`src/rtl/sercom_pkg.sv`:
```
package sercom_pkg;
  typedef enum logic [1:0] {
    SRC_DIV = 2'd0,
    SRC_PIN = 2'd1,
    SRC_TMR = 2'd2,
    SRC_ALT = 2'd3
  } clk_src_e;

  typedef enum logic [1:0] {
    PAR_NONE = 2'd0,
    PAR_EVEN = 2'd1,
    PAR_ODD  = 2'd2,
    PAR_OFF  = 2'd3
  } par_e;

  typedef enum logic [2:0] {
    FR_IDLE,
    FR_START,
    FR_DATA,
    FR_PAR,
    FR_STOP
  } fr_state_e;

  localparam logic [1:0] A_DATA = 2'd0;
  localparam logic [1:0] A_MODE = 2'd1;
  localparam logic [1:0] A_DIV  = 2'd2;
  localparam logic [1:0] A_STAT = 2'd3;
endpackage

```
`src/rtl/sercom_tick.sv`:
```
module sercom_tick
  import sercom_pkg::*;
#(
  parameter int DIV_MAX = 9,
  localparam int EW = $clog2(DIV_MAX + 1)
) (
  input  logic          clk,
  input  logic          rst,
  input  clk_src_e      src,
  input  logic [EW-1:0] div_exp,
  input  logic          ext_pin,
  input  logic          tmr_in,
  output logic          tick
);
  localparam int SW = DIV_MAX + 1;

  logic [DIV_MAX-1:0] cnt;
  logic [DIV_MAX-1:0] mask;
  logic [SW-1:0]      one_sh;
  logic [EW-1:0]      k_eff;
  logic [2:0]         pin_sy;
  logic               tmr_q;
  logic               pre_hit, pin_rise, tmr_rise;

  always_comb begin
    k_eff = div_exp;
    if (div_exp == '0) k_eff = EW'(1);
    else if (div_exp > EW'(DIV_MAX)) k_eff = EW'(DIV_MAX);
    one_sh = SW'(1) << k_eff;
    mask   = DIV_MAX'(one_sh - SW'(1));
  end

  assign pre_hit  = &(cnt | ~mask);
  assign pin_rise = pin_sy[1] & ~pin_sy[2];
  assign tmr_rise = tmr_in & ~tmr_q;

  always_ff @(posedge clk) begin
    if (rst) begin
      cnt    <= '0;
      pin_sy <= '0;
      tmr_q  <= 1'b0;
      tick   <= 1'b0;
    end else begin
      cnt    <= cnt + 1'b1;
      pin_sy <= {pin_sy[1:0], ext_pin};
      tmr_q  <= tmr_in;
      case (src)
        SRC_PIN: tick <= pin_rise;
        SRC_TMR: tick <= tmr_rise;
        default: tick <= pre_hit;
      endcase
    end
  end

  // every source yields isolated single-cycle ticks
  p_tick_isolated_r7: assert property (@(posedge clk) disable iff (rst)
    tick |=> (!tick || src != $past(src)));
endmodule

```
`src/rtl/sercom_tx.sv`:
```
module sercom_tx
  import sercom_pkg::*;
#(
  parameter int DW  = 8,
  parameter int OSR = 16,
  localparam int SW = $clog2(OSR),
  localparam int BW = $clog2(DW + 1)
) (
  input  logic          clk,
  input  logic          rst,
  input  logic          tick,
  input  logic          start,
  input  logic [DW-1:0] din,
  input  logic          short_len,
  input  par_e          par,
  output logic          txd,
  output logic          busy,
  output logic          done
);
  fr_state_e     state;
  logic [SW-1:0] sub;
  logic [BW-1:0] bitn, last;
  logic [DW-1:0] sh, din_m;
  logic          pbit, pen;

  assign din_m = short_len ? {1'b0, din[DW-2:0]} : din;
  assign busy  = (state != FR_IDLE);

  always_ff @(posedge clk) begin
    if (rst) begin
      state <= FR_IDLE;
      txd   <= 1'b1;
      done  <= 1'b0;
      sub   <= '0;
      bitn  <= '0;
      last  <= '0;
      sh    <= '0;
      pbit  <= 1'b0;
      pen   <= 1'b0;
    end else begin
      done <= 1'b0;
      if (state == FR_IDLE) begin
        if (start) begin
          sh    <= din_m;
          last  <= short_len ? BW'(DW - 2) : BW'(DW - 1);
          pbit  <= (par == PAR_ODD) ? ~^din_m : ^din_m;
          pen   <= (par == PAR_EVEN) || (par == PAR_ODD);
          sub   <= '0;
          bitn  <= '0;
          txd   <= 1'b0;
          state <= FR_START;
        end
      end else if (tick) begin
        if (sub != SW'(OSR - 1)) begin
          sub <= sub + 1'b1;
        end else begin
          sub <= '0;
          case (state)
            FR_START: begin
              txd   <= sh[0];
              state <= FR_DATA;
            end
            FR_DATA: begin
              if (bitn == last) begin
                txd   <= pen ? pbit : 1'b1;
                state <= pen ? FR_PAR : FR_STOP;
              end else begin
                bitn <= bitn + 1'b1;
                sh   <= sh >> 1;
                txd  <= sh[1];
              end
            end
            FR_PAR: begin
              txd   <= 1'b1;
              state <= FR_STOP;
            end
            default: begin
              done  <= 1'b1;
              state <= FR_IDLE;
            end
          endcase
        end
      end
    end
  end

  // a new frame opens with the line low
  p_start_low_r1: assert property (@(posedge clk) disable iff (rst)
    $rose(busy) |-> !txd);
  // completion is a single-cycle pulse
  p_done_single_r12: assert property (@(posedge clk) disable iff (rst)
    done |=> !done);
endmodule

```
`src/rtl/sercom_rx.sv`:
```
module sercom_rx
  import sercom_pkg::*;
#(
  parameter int DW  = 8,
  parameter int OSR = 16,
  localparam int SW = $clog2(OSR),
  localparam int BW = $clog2(DW + 1)
) (
  input  logic          clk,
  input  logic          rst,
  input  logic          tick,
  input  logic          rxd_raw,
  input  logic          short_len,
  input  par_e          par,
  output logic          valid,
  output logic [DW-1:0] data,
  output logic          perr,
  output logic          ferr
);
  fr_state_e     state;
  logic [1:0]    sy;
  logic          rs;
  logic [SW-1:0] sub;
  logic [BW-1:0] bitn, last;
  logic [DW-1:0] sh;
  logic          acc, perr_q, pen;

  assign rs   = sy[1];
  assign last = short_len ? BW'(DW - 2) : BW'(DW - 1);
  assign pen  = (par == PAR_EVEN) || (par == PAR_ODD);

  always_ff @(posedge clk) begin
    if (rst) begin
      sy     <= 2'b11;
      state  <= FR_IDLE;
      sub    <= '0;
      bitn   <= '0;
      sh     <= '0;
      acc    <= 1'b0;
      perr_q <= 1'b0;
      valid  <= 1'b0;
      data   <= '0;
      perr   <= 1'b0;
      ferr   <= 1'b0;
    end else begin
      sy    <= {sy[0], rxd_raw};
      valid <= 1'b0;
      if (tick) begin
        case (state)
          FR_IDLE: begin
            if (!rs) begin
              sub   <= '0;
              state <= FR_START;
            end
          end
          FR_START: begin
            if (sub != SW'(OSR / 2 - 1)) begin
              sub <= sub + 1'b1;
            end else if (rs) begin
              state <= FR_IDLE;
            end else begin
              sub    <= '0;
              bitn   <= '0;
              acc    <= 1'b0;
              perr_q <= 1'b0;
              state  <= FR_DATA;
            end
          end
          default: begin
            if (sub != SW'(OSR - 1)) begin
              sub <= sub + 1'b1;
            end else begin
              sub <= '0;
              if (state == FR_DATA) begin
                sh  <= {rs, sh[DW-1:1]};
                acc <= acc ^ rs;
                if (bitn == last) state <= pen ? FR_PAR : FR_STOP;
                else bitn <= bitn + 1'b1;
              end else if (state == FR_PAR) begin
                perr_q <= acc ^ rs ^ (par == PAR_ODD);
                state  <= FR_STOP;
              end else begin
                valid <= 1'b1;
                ferr  <= !rs;
                perr  <= pen & perr_q;
                data  <= short_len ? {1'b0, sh[DW-1:1]} : sh;
                state <= FR_IDLE;
              end
            end
          end
        endcase
      end
    end
  end

  // a 7-bit character never carries a set top bit
  p_short_msb_zero_r6: assert property (@(posedge clk) disable iff (rst)
    (valid && short_len) |-> !data[DW-1]);
  // one completion strobe per character
  p_valid_single_r5: assert property (@(posedge clk) disable iff (rst)
    valid |=> !valid);
endmodule

```
`src/rtl/sercom_uart.sv`:
```
module sercom_uart
  import sercom_pkg::*;
#(
  parameter int DW      = 8,
  parameter int OSR     = 16,
  parameter int DIV_MAX = 9,
  localparam int EW = $clog2(DIV_MAX + 1)
) (
  input  logic          clk,
  input  logic          rst,
  input  logic          bus_wr,
  input  logic          bus_rd,
  input  logic [1:0]    bus_addr,
  input  logic [DW-1:0] bus_wdata,
  output logic [DW-1:0] bus_rdata,
  input  logic          ext_sclk,
  input  logic          tmr_pulse,
  input  logic          rxd,
  output logic          txd,
  output logic          irq_tx,
  output logic          irq_rx
);
  clk_src_e      src_q;
  par_e          par_q;
  logic          short_q;
  logic [EW-1:0] div_q;
  logic [DW-1:0] tx_hold, rx_buf;
  logic          unread, pe_q, fe_q, ov_q;
  logic          tick, tx_busy, tx_done;
  logic          rx_valid, rx_perr, rx_ferr;
  logic [DW-1:0] rx_data;
  logic          wr_data, wr_mode, wr_div, rd_buf, rd_stat;

  assign wr_data = bus_wr && (bus_addr == A_DATA);
  assign wr_mode = bus_wr && (bus_addr == A_MODE);
  assign wr_div  = bus_wr && (bus_addr == A_DIV);
  assign rd_buf  = bus_rd && (bus_addr == A_DATA);
  assign rd_stat = bus_rd && (bus_addr == A_STAT);
  assign irq_tx  = tx_done;

  sercom_tick #(.DIV_MAX(DIV_MAX)) u_tick (
    .clk(clk), .rst(rst), .src(src_q), .div_exp(div_q),
    .ext_pin(ext_sclk), .tmr_in(tmr_pulse), .tick(tick)
  );

  sercom_tx #(.DW(DW), .OSR(OSR)) u_tx (
    .clk(clk), .rst(rst), .tick(tick), .start(wr_data), .din(bus_wdata),
    .short_len(short_q), .par(par_q), .txd(txd), .busy(tx_busy), .done(tx_done)
  );

  sercom_rx #(.DW(DW), .OSR(OSR)) u_rx (
    .clk(clk), .rst(rst), .tick(tick), .rxd_raw(rxd), .short_len(short_q),
    .par(par_q), .valid(rx_valid), .data(rx_data), .perr(rx_perr), .ferr(rx_ferr)
  );

  always_ff @(posedge clk) begin
    if (rst) begin
      src_q     <= SRC_DIV;
      par_q     <= PAR_NONE;
      short_q   <= 1'b0;
      div_q     <= EW'(1);
      tx_hold   <= '1;
      rx_buf    <= '1;
      unread    <= 1'b0;
      pe_q      <= 1'b0;
      fe_q      <= 1'b0;
      ov_q      <= 1'b0;
      irq_rx    <= 1'b0;
      bus_rdata <= '0;
    end else begin
      if (wr_mode) begin
        src_q   <= clk_src_e'(bus_wdata[1:0]);
        short_q <= bus_wdata[2];
        par_q   <= par_e'(bus_wdata[4:3]);
      end
      if (wr_div) div_q <= bus_wdata[EW-1:0];
      if (wr_data && !tx_busy) tx_hold <= bus_wdata;

      irq_rx <= rx_valid;
      if (rx_valid) begin
        rx_buf <= rx_data;
        unread <= 1'b1;
      end else if (rd_buf) begin
        unread <= 1'b0;
      end
      pe_q <= (pe_q & ~rd_stat) | (rx_valid & rx_perr);
      fe_q <= (fe_q & ~rd_stat) | (rx_valid & rx_ferr);
      ov_q <= (ov_q & ~rd_stat) | (rx_valid & unread & ~rd_buf);

      if (bus_rd) begin
        case (bus_addr)
          A_DATA:  bus_rdata <= rx_buf;
          A_MODE:  bus_rdata <= DW'({par_q, short_q, src_q});
          A_DIV:   bus_rdata <= DW'(div_q);
          default: bus_rdata <= DW'({unread, tx_busy, ov_q, fe_q, pe_q});
        endcase
      end
    end
  end

  // an unread buffer overwritten by a new character flags overrun
  p_ovr_set_r10: assert property (@(posedge clk) disable iff (rst)
    (rx_valid && unread && !rd_buf) |=> ov_q);
  // a status read with no new character clears all error flags
  p_stat_clear_r8: assert property (@(posedge clk) disable iff (rst)
    (rd_stat && !rx_valid) |=> (!pe_q && !fe_q && !ov_q));
  // a data write during a frame neither aborts nor restarts it
  p_busy_write_r13: assert property (@(posedge clk) disable iff (rst)
    (wr_data && tx_busy) |=> (tx_busy || tx_done));
endmodule

```
`config.mk`:
```
export PLATFORM = sky130hd
export DESIGN_NAME = sercom_uart
export DESIGN_NICKNAME = d
export VERILOG_FILES = /design/src/rtl/sercom_pkg.sv /design/src/rtl/sercom_tick.sv /design/src/rtl/sercom_tx.sv /design/src/rtl/sercom_rx.sv /design/src/rtl/sercom_uart.sv
export SDC_FILE = /design/constraint.sdc
export NUM_CORES = 1
export LEC_CHECK = 0
export BUFFER_PORTS_ARGS = -buffer_cell sky130_fd_sc_hd__buf_2
export CORE_MARGIN = 5
export CORE_UTILIZATION = 45
export CTS_CLUSTER_SIZE = 30
export DETAILED_ROUTE_END_ITERATION = 6
export PLACE_DENSITY = 0.68
export SLEW_MARGIN = 15
export SYNTH_ARGS = -nofsm -noshare
export SYNTH_HDL_FRONTEND = slang
export SYNTH_SLANG_ARGS = --single-unit
```
`constraint.sdc`:
```
create_clock -name clk -period 2.5 [get_ports clk]
set_input_delay 0.375 -clock clk [delete_from_list [all_inputs] [get_ports clk]]
set_output_delay 0.375 -clock clk [all_outputs]
set_load 0.02 [all_outputs]
```
==> flow_summary.ini, run 1 <==
[run_status]
outcome = completed

[yosys]
syn_nets = 555
synth_top_flop_cell = dfxtp_1
ys_warn_count = 0
yosysUniqueCellTypes = 59
synth.avg_cell_area_um2 = 9.000
ys_ff_latch = 103
syn_inst = 529
synth_edf_count = 0
seq_area_frac_synth_pct = 43.31
async_flop_share_pct = 0
netlist_area_um2 = 4761

[placed_design]
dp_hpwl_um = 6769
postPlaceCellArea_um2 = 4979
portBuffers = 27
gp_congestion = 0.8462
place_inst = 668

[power_and_ir_drop]
p_sw_mw = 0.7296
finalPower_mw = 3.134
power.internal_mw = 2.404
switching_share_pct = 23.28
pwr-share-clk_pct = 37.7
seqPwrFrac_pct = 54.3
p_leak_nw = 1.907
power_frac_comb_pct = 7.9
power_density_nw_per_um2 = 601.3
ir_worst_vdd_mv = 0.3670

[final_layout]
nets = 569
synthToLayoutAreaGrowth_pct = 9.461
most-common-layout-cells = dfxtp_1, nor2_1, nand2_1
finalNonFillerCells = 684
final_common_cell = dfxtp_1
final_cell_area_um2 = 5211
drive_gt1_share_pct = 12.59
diodes = 0
nFillCells = 981

[die]
dieArea_um2 = 12740
dieHeight_um = 112.9
core_area_um2 = 10320
row_count = 37
die_w_um = 112.9
boundaryPins = 28
initial_utilization_pct = 46.12

[clocking]
cts_sinks = 103
htree_levels = 3
cts_setup_buffers = 0
clock_latency_ns = 0.37
cts_root_buffer = clkbuf_8
path_clk_slew_ns = 0.09
clk_path_buf_depth = 2
hold_buffers = 0
cts_tree = built
cts_made_buffers = 9
cts-resized-gates = 0

[detailed_routing]
ant_nets = 0
drc = 0
drt_pass1_iterations = 4
wire_per_inst_um = 14.10
dr_total_vias = 3661
wl_um = 9641
viasPerCell = 5.352
drt_iter0_markers = 269

[worst_setup_path]
reg2reg_to = u_tx.sh[6]
worstPathArrival_ns = 2.45
reg2regPathDepth = 6
setup.worst_path.start = u_tx.sub[0]
r2r_slack_ns = 0.27
crit_path_end_kind = flop
critPathKind = flop to flop
cp_cell_sequence = ha_1, nand4_2, or2_1, a221oi_4, buf_4, a311oi_2
startpoint_type = flop
cp_max_fo = 16
rr_startpoint = u_tx.sub[0]
max_stage_delay_ns = 0.61
crit_required_ns = 2.72
slowest_stage = a221oi_4

[timing]
slew_violations = 0
whs_ns = 0.1895
timing.final.crit_period_ns = 2.230
fin_crit_sh_pct = 89.19
fin_worst_skew_ns = 0.01506
maxClockFrequency_mhz = 448.5
rsz0062_at_grt = false
max_slew.worst_pin.slew_ns = 0.6930
hold_violations = 0
relSlewSlack_pct = 53.74
setup_viol = 0
finalSetupTns_ns = 0

[global_route]
grt_pass1_wl_um = 16380
grt_start_max_net_pins = 68
antenna_found_initial = 0
grtUsageTotal_pct = 15.44
overflow = 0
grt_pass1_vias = 3440

[run]
cap_violations = 0

[min_path]
whs_path_depth = 2
min_path_type = input pin to flop
min_to = u_rx.sy[0]
worstHoldStart = rxd
Yosys cell counts, drive strengths merged (2+ instances only):
cell	n	share of area, %
nor2b	16	2.1
ha	9	2.4
o2111ai	2	0.37
mux4	4	1.9
nor3	12	1.5
nor2	88	7.0
nor3b	2	0.32
a211oi	14	2.5
o32ai	2	0.37
and2	2	0.26
nand2b	9	1.2
a31o	3	0.55
nor4b	5	0.92
nand3b	5	0.79
and3	6	0.81
o21ai	12	1.3
xnor2	16	2.9
buf	11	1.6
nand3	20	2.2
xor2	6	1.1
mux2i	31	6.5
or3	6	0.81
dfxtp	103	43
inv	11	0.87
nand2	41	3.2
o211ai	4	0.63
nor4	2	0.26
a311oi	8	1.6
or2	4	0.53
clkbuf	20	1.6
a22oi	2	0.32
o21a	2	0.32
a211o	10	1.8
a21oi	26	2.7
worst max-delay path by stage:
| stage | end | slack, ns | depth (start not counted) |
|---|---|---|---|
| finish | u_tx.sh[6] | 0.27 | 6 |
| detailed placement | u_tx.sh[6] | 0.31 | 6 |
| global route | u_tx.sh[0] | 0.05 | 6 |
| global placement | u_tx.sh[6] | 0.37 | 6 |
| floorplan | u_tx.sh[6] | 0.61 | 7 |
| CTS | u_tx.sh[6] | 0.28 | 6 |
per-layer routing:
| metal | wire length, µm | vias up | global-route usage [%] | part of all wire [%] |
|---|---|---|---|---|
| met5 | 0 | - | 0 | 0 |
| met4 | 161 | 0 | 5.449 | 1.7 |
| met3 | 454 | 14 | 3.476 | 4.7 |
| met2 | 4278 | 75 | 23.42 | 44 |
| met1 | 4747 | 1689 | 21.62 | 49 |
| li1 | - | 1883 | - | - |
layout make-up:
class / instances / area [µm²] / share of cell area [%]
multi-input combinational: 384 / 2505 / 48.07
sequential: 103 / 2062 / 39.57
timing repair buffer: 34 / 200.2 / 3.842
tap: 136 / 170.2 / 3.265
clock buffer: 12 / 155.1 / 2.977
clock inverter: 4 / 77.57 / 1.489
inverter: 11 / 41.29 / 0.7923
worst max-delay path, delay by kind of cell (launching register included):
kind            cells  cell delay [ns]
compound gates      2             0.69
buf+inv             1             0.23
simple gates        2             0.54
fa+ha+maj           1             0.24
flops               1             0.38
registers in the layout, indices dropped and copies added, names as in the netlist, 2 cells and up:
signal / cells
bus_rdata: 8
div_q: 4
par_q: 2
rx_buf: 8
src_q: 2
u_rx.bitn: 4
u_rx.data: 8
u_rx.sh: 8
u_rx.state: 3
u_rx.sub: 4
u_rx.sy: 2
u_tick.cnt: 9
u_tick.pin_sy: 3
u_tx.bitn: 4
u_tx.last: 2
u_tx.sh: 8
u_tx.state: 3
u_tx.sub: 4
per-stage QoR:
stage / setup slack [ns] / util, %
after floorplan: 0.6104 / -
final: 0.2702 / 50.48
after CTS: 0.2754 / 50.48
after global routing: 0.05349 / 50.48
after global placement: 0.3724 / 48.22
after detailed placement: 0.3066 / 48.22
power groups by stage:
| stage | clock network (mW) | registers (mW) | logic (mW) |
|---|---|---|---|
| 3_5_place_dp | 0 | 1.74 | 0.249 |
| 4_1_cts | 1.22 | 1.70 | 0.250 |
| 2_1_floorplan | 0 | 1.74 | 0.177 |
| 3_3_place_gp | 0 | 1.74 | 0.245 |
| 5_1_grt | 1.29 | 1.71 | 0.276 |
| 6_report | 1.18 | 1.70 | 0.248 |
kinds of logic after synthesis:
logic type               share of synthesized area [%]
flip-flops                                       43.31
AO/OA/AOI/OAI                                    14.85
multiplexers                                     8.410
other                                          0.07877
XOR/XNOR                                         4.520
buffers and inverters                            4.073
adder cells (fa/ha/maj)                          2.365
AND/OR/NAND/NOR                                  22.39
Power figures use the tool's default switching activity.
==> inputs of run 2 (changes only) <==
--- a/config.mk
+++ b/config.mk
@@ -7,11 +7,12 @@
 export LEC_CHECK = 0
 export BUFFER_PORTS_ARGS = -buffer_cell sky130_fd_sc_hd__buf_2
 export CORE_MARGIN = 5
-export CORE_UTILIZATION = 45
+export CORE_UTILIZATION = 50
 export CTS_CLUSTER_SIZE = 30
 export DETAILED_ROUTE_END_ITERATION = 6
-export PLACE_DENSITY = 0.68
+export PLACE_DENSITY = 0.73
 export SLEW_MARGIN = 15
 export SYNTH_ARGS = -nofsm -noshare
 export SYNTH_HDL_FRONTEND = slang
+export SYNTH_HIERARCHICAL = 1
 export SYNTH_SLANG_ARGS = --single-unit
==> flow_summary.ini, run 2 <==
[run_status]
outcome = completed

[clocking]
cts_made_buffers = 9
cts_sinks = 103
cts_root_buffer = clkbuf_8
cts-resized-gates = 0
cts_setup_buffers = 0
cts_tree = built
hold_buffers = 0
htree_levels = 3
clock_latency_ns = 0.37
clk_path_buf_depth = 2
path_clk_slew_ns = 0.10

[global_route]
grt_start_max_net_pins = 43
antenna_found_initial = 1
grtUsageTotal_pct = 17.79
overflow = 0
grt_pass1_wl_um = 17120
grt_pass1_vias = 3668

[die]
row_count = 36
dieHeight_um = 109.8
boundaryPins = 28
core_area_um2 = 9729
die_w_um = 109.8
dieArea_um2 = 12050
initial_utilization_pct = 51.16

[yosys]
ys_warn_count = 6
synth_top_area_share_pct = 41.43
ys_ff_latch = 103
synth_edf_count = 0
netlist_area_um2 = 4977
syn_inst = 537
syn_nets = 564
async_flop_share_pct = 0
synthTopCellsByArea = dfxtp_1, mux2i_1, nor2_1
synth_top_flop_cell = dfxtp_1
synth.avg_cell_area_um2 = 9.269
yosysUniqueCellTypes = 76
synth_top_area_cell = dfxtp_1
synth_common_cells = dfxtp_1, nor2_1, mux2i_1, a21oi_1, nand2_1
seq_area_frac_synth_pct = 41.43
synth.most_common_cell = dfxtp_1

[power_and_ir_drop]
p_leak_nw = 2.058
ir_worst_vdd_mv = 0.3255
finalPower_mw = 3.015
power_density_nw_per_um2 = 560.5

[final_layout]
drive_gt1_share_pct = 13.82
regMostFlops = u_tick/cnt
synthToLayoutAreaGrowth_pct = 8.069
nets = 579
most-common-layout-cells = dfxtp_1, nor2_1, mux2i_1
nFillCells = 902
finalNonFillerCells = 690
final_common_cell = dfxtp_1
diodes = 0
largest_register_ffs = 9

[min_path]
min_to = u_rx/sy[0]
whs_path_depth = 2
worstHoldStart = rxd
min_path_type = input pin to flop

[worst_setup_path]
reg2reg_to = u_tx/sh[3]
critPathKind = flop to flop
worstPathArrival_ns = 2.28
crit_required_ns = 2.79
crit_path_end_kind = flop
cp_max_fo = 14
crit_family = compound AO/OA/AOI/OAI gates
max_stage_delay_ns = 0.48
startpoint_type = flop
reg2regPathDepth = 6
rr_startpoint = u_tx/sub[0]
crit_buf_inv = 0
r2r_slack_ns = 0.51
cp_cell_sequence = ha_1, and4_1, nand3_2, o21ai_2, nor2_1, a211oi_1
slowest_stage = o21ai_2

[detailed_routing]
wire_per_inst_um = 14.45
drc = 0
viasPerCell = 5.655
drt_iter0_markers = 208
ant_nets = 0
dr_total_vias = 3902
wl_um = 9973
drt_pass1_iterations = 7

[run]
cap_violations = 0

[placed_design]
place_inst = 674
dp_hpwl_um = 7109
place_ws_ns = 0.3717
portBuffers = 27
gp_congestion = 0.7964

[timing]
timing.final.crit_period_ns = 1.994
maxClockFrequency_mhz = 501.4
fin_crit_sh_pct = 79.78
slew_violations = 0
finalSetupTns_ns = 0
rsz0062_at_grt = false
whs_ns = 0.1839
setup_slack_ns = 0.5055
hold_violations = 0
relSlewSlack_pct = 47.46
max_slew.worst_pin.slew_ns = 0.7683
fin_worst_skew_ns = 0.009123
setup_viol = 0
## run 2: kinds of logic after synthesis
| family | Yosys count | share of synthesized area [%] |
|---|---|---|
| fa+ha+maj | 10 | 2.514 |
| mux | 44 | 10.16 |
| xor+xnor | 17 | 3.268 |
| compound gates | 111 | 15.91 |
| buf+inv | 44 | 4.248 |
| flops | 103 | 41.43 |
| simple gates | 207 | 22.40 |
| other cells | 1 | 0.07534 |
## run 2: final cells by class
| class | count | area (µm²) | share of cell area, % |
|---|---|---|---|
| sequential | 103 | 2062 | 38.33 |
| tap | 133 | 166.4 | 3.094 |
| inverter | 12 | 45.04 | 0.8374 |
| clock inverter | 7 | 72.57 | 1.349 |
| multi-input combinational | 390 | 2704 | 50.27 |
| clock buffer | 9 | 123.9 | 2.303 |
| timing repair buffer | 36 | 205.2 | 3.815 |
## run 2: routing by layer
| metal | wire length [µm] | GRT usage (%) | share of wire (%) |
|---|---|---|---|
| met1 | 4396 | 21.89 | 44 |
| met2 | 5144 | 31.04 | 52 |
| met3 | 320 | 4.345 | 3.2 |
| met4 | 97 | 4.720 | 0.97 |
| met5 | 13 | 0 | 0.13 |
## run 2: where the power goes
part	switching [mW]	internal, mW	total [mW]	leakage [nW]
Combinational	0.151	0.118	0.269	1.13
Sequential	0.0379	1.68	1.72	0.836
Clock	0.634	0.394	1.03	0.0970
## run 2: worst max path at each step
stage	startpoint	end	slack (ns)	depth (start not counted)
4_1_cts	u_rx/sub[0]	u_rx/bitn[0]	0.50	5
2_1_floorplan	bus_addr[1]	u_tx/sh[4]	0.69	9
6_report	u_tx/sub[0]	u_tx/sh[3]	0.51	6
3_3_place_gp	bus_addr[1]	u_tx/sh[6]	0.51	8
5_1_grt	u_tx/sub[0]	u_tx/sh[1]	0.26	6
3_5_place_dp	bus_addr[1]	u_tx/sh[6]	0.37	8
## run 2: per-stage QoR
step / area (µm²) / util, %
floorplan: 4977 / -
global placement: 5182 / 53.27
detailed placement: 5182 / 53.27
CTS: 5379 / 55.29
global route: 5379 / 55.29
finish: 5379 / 55.29
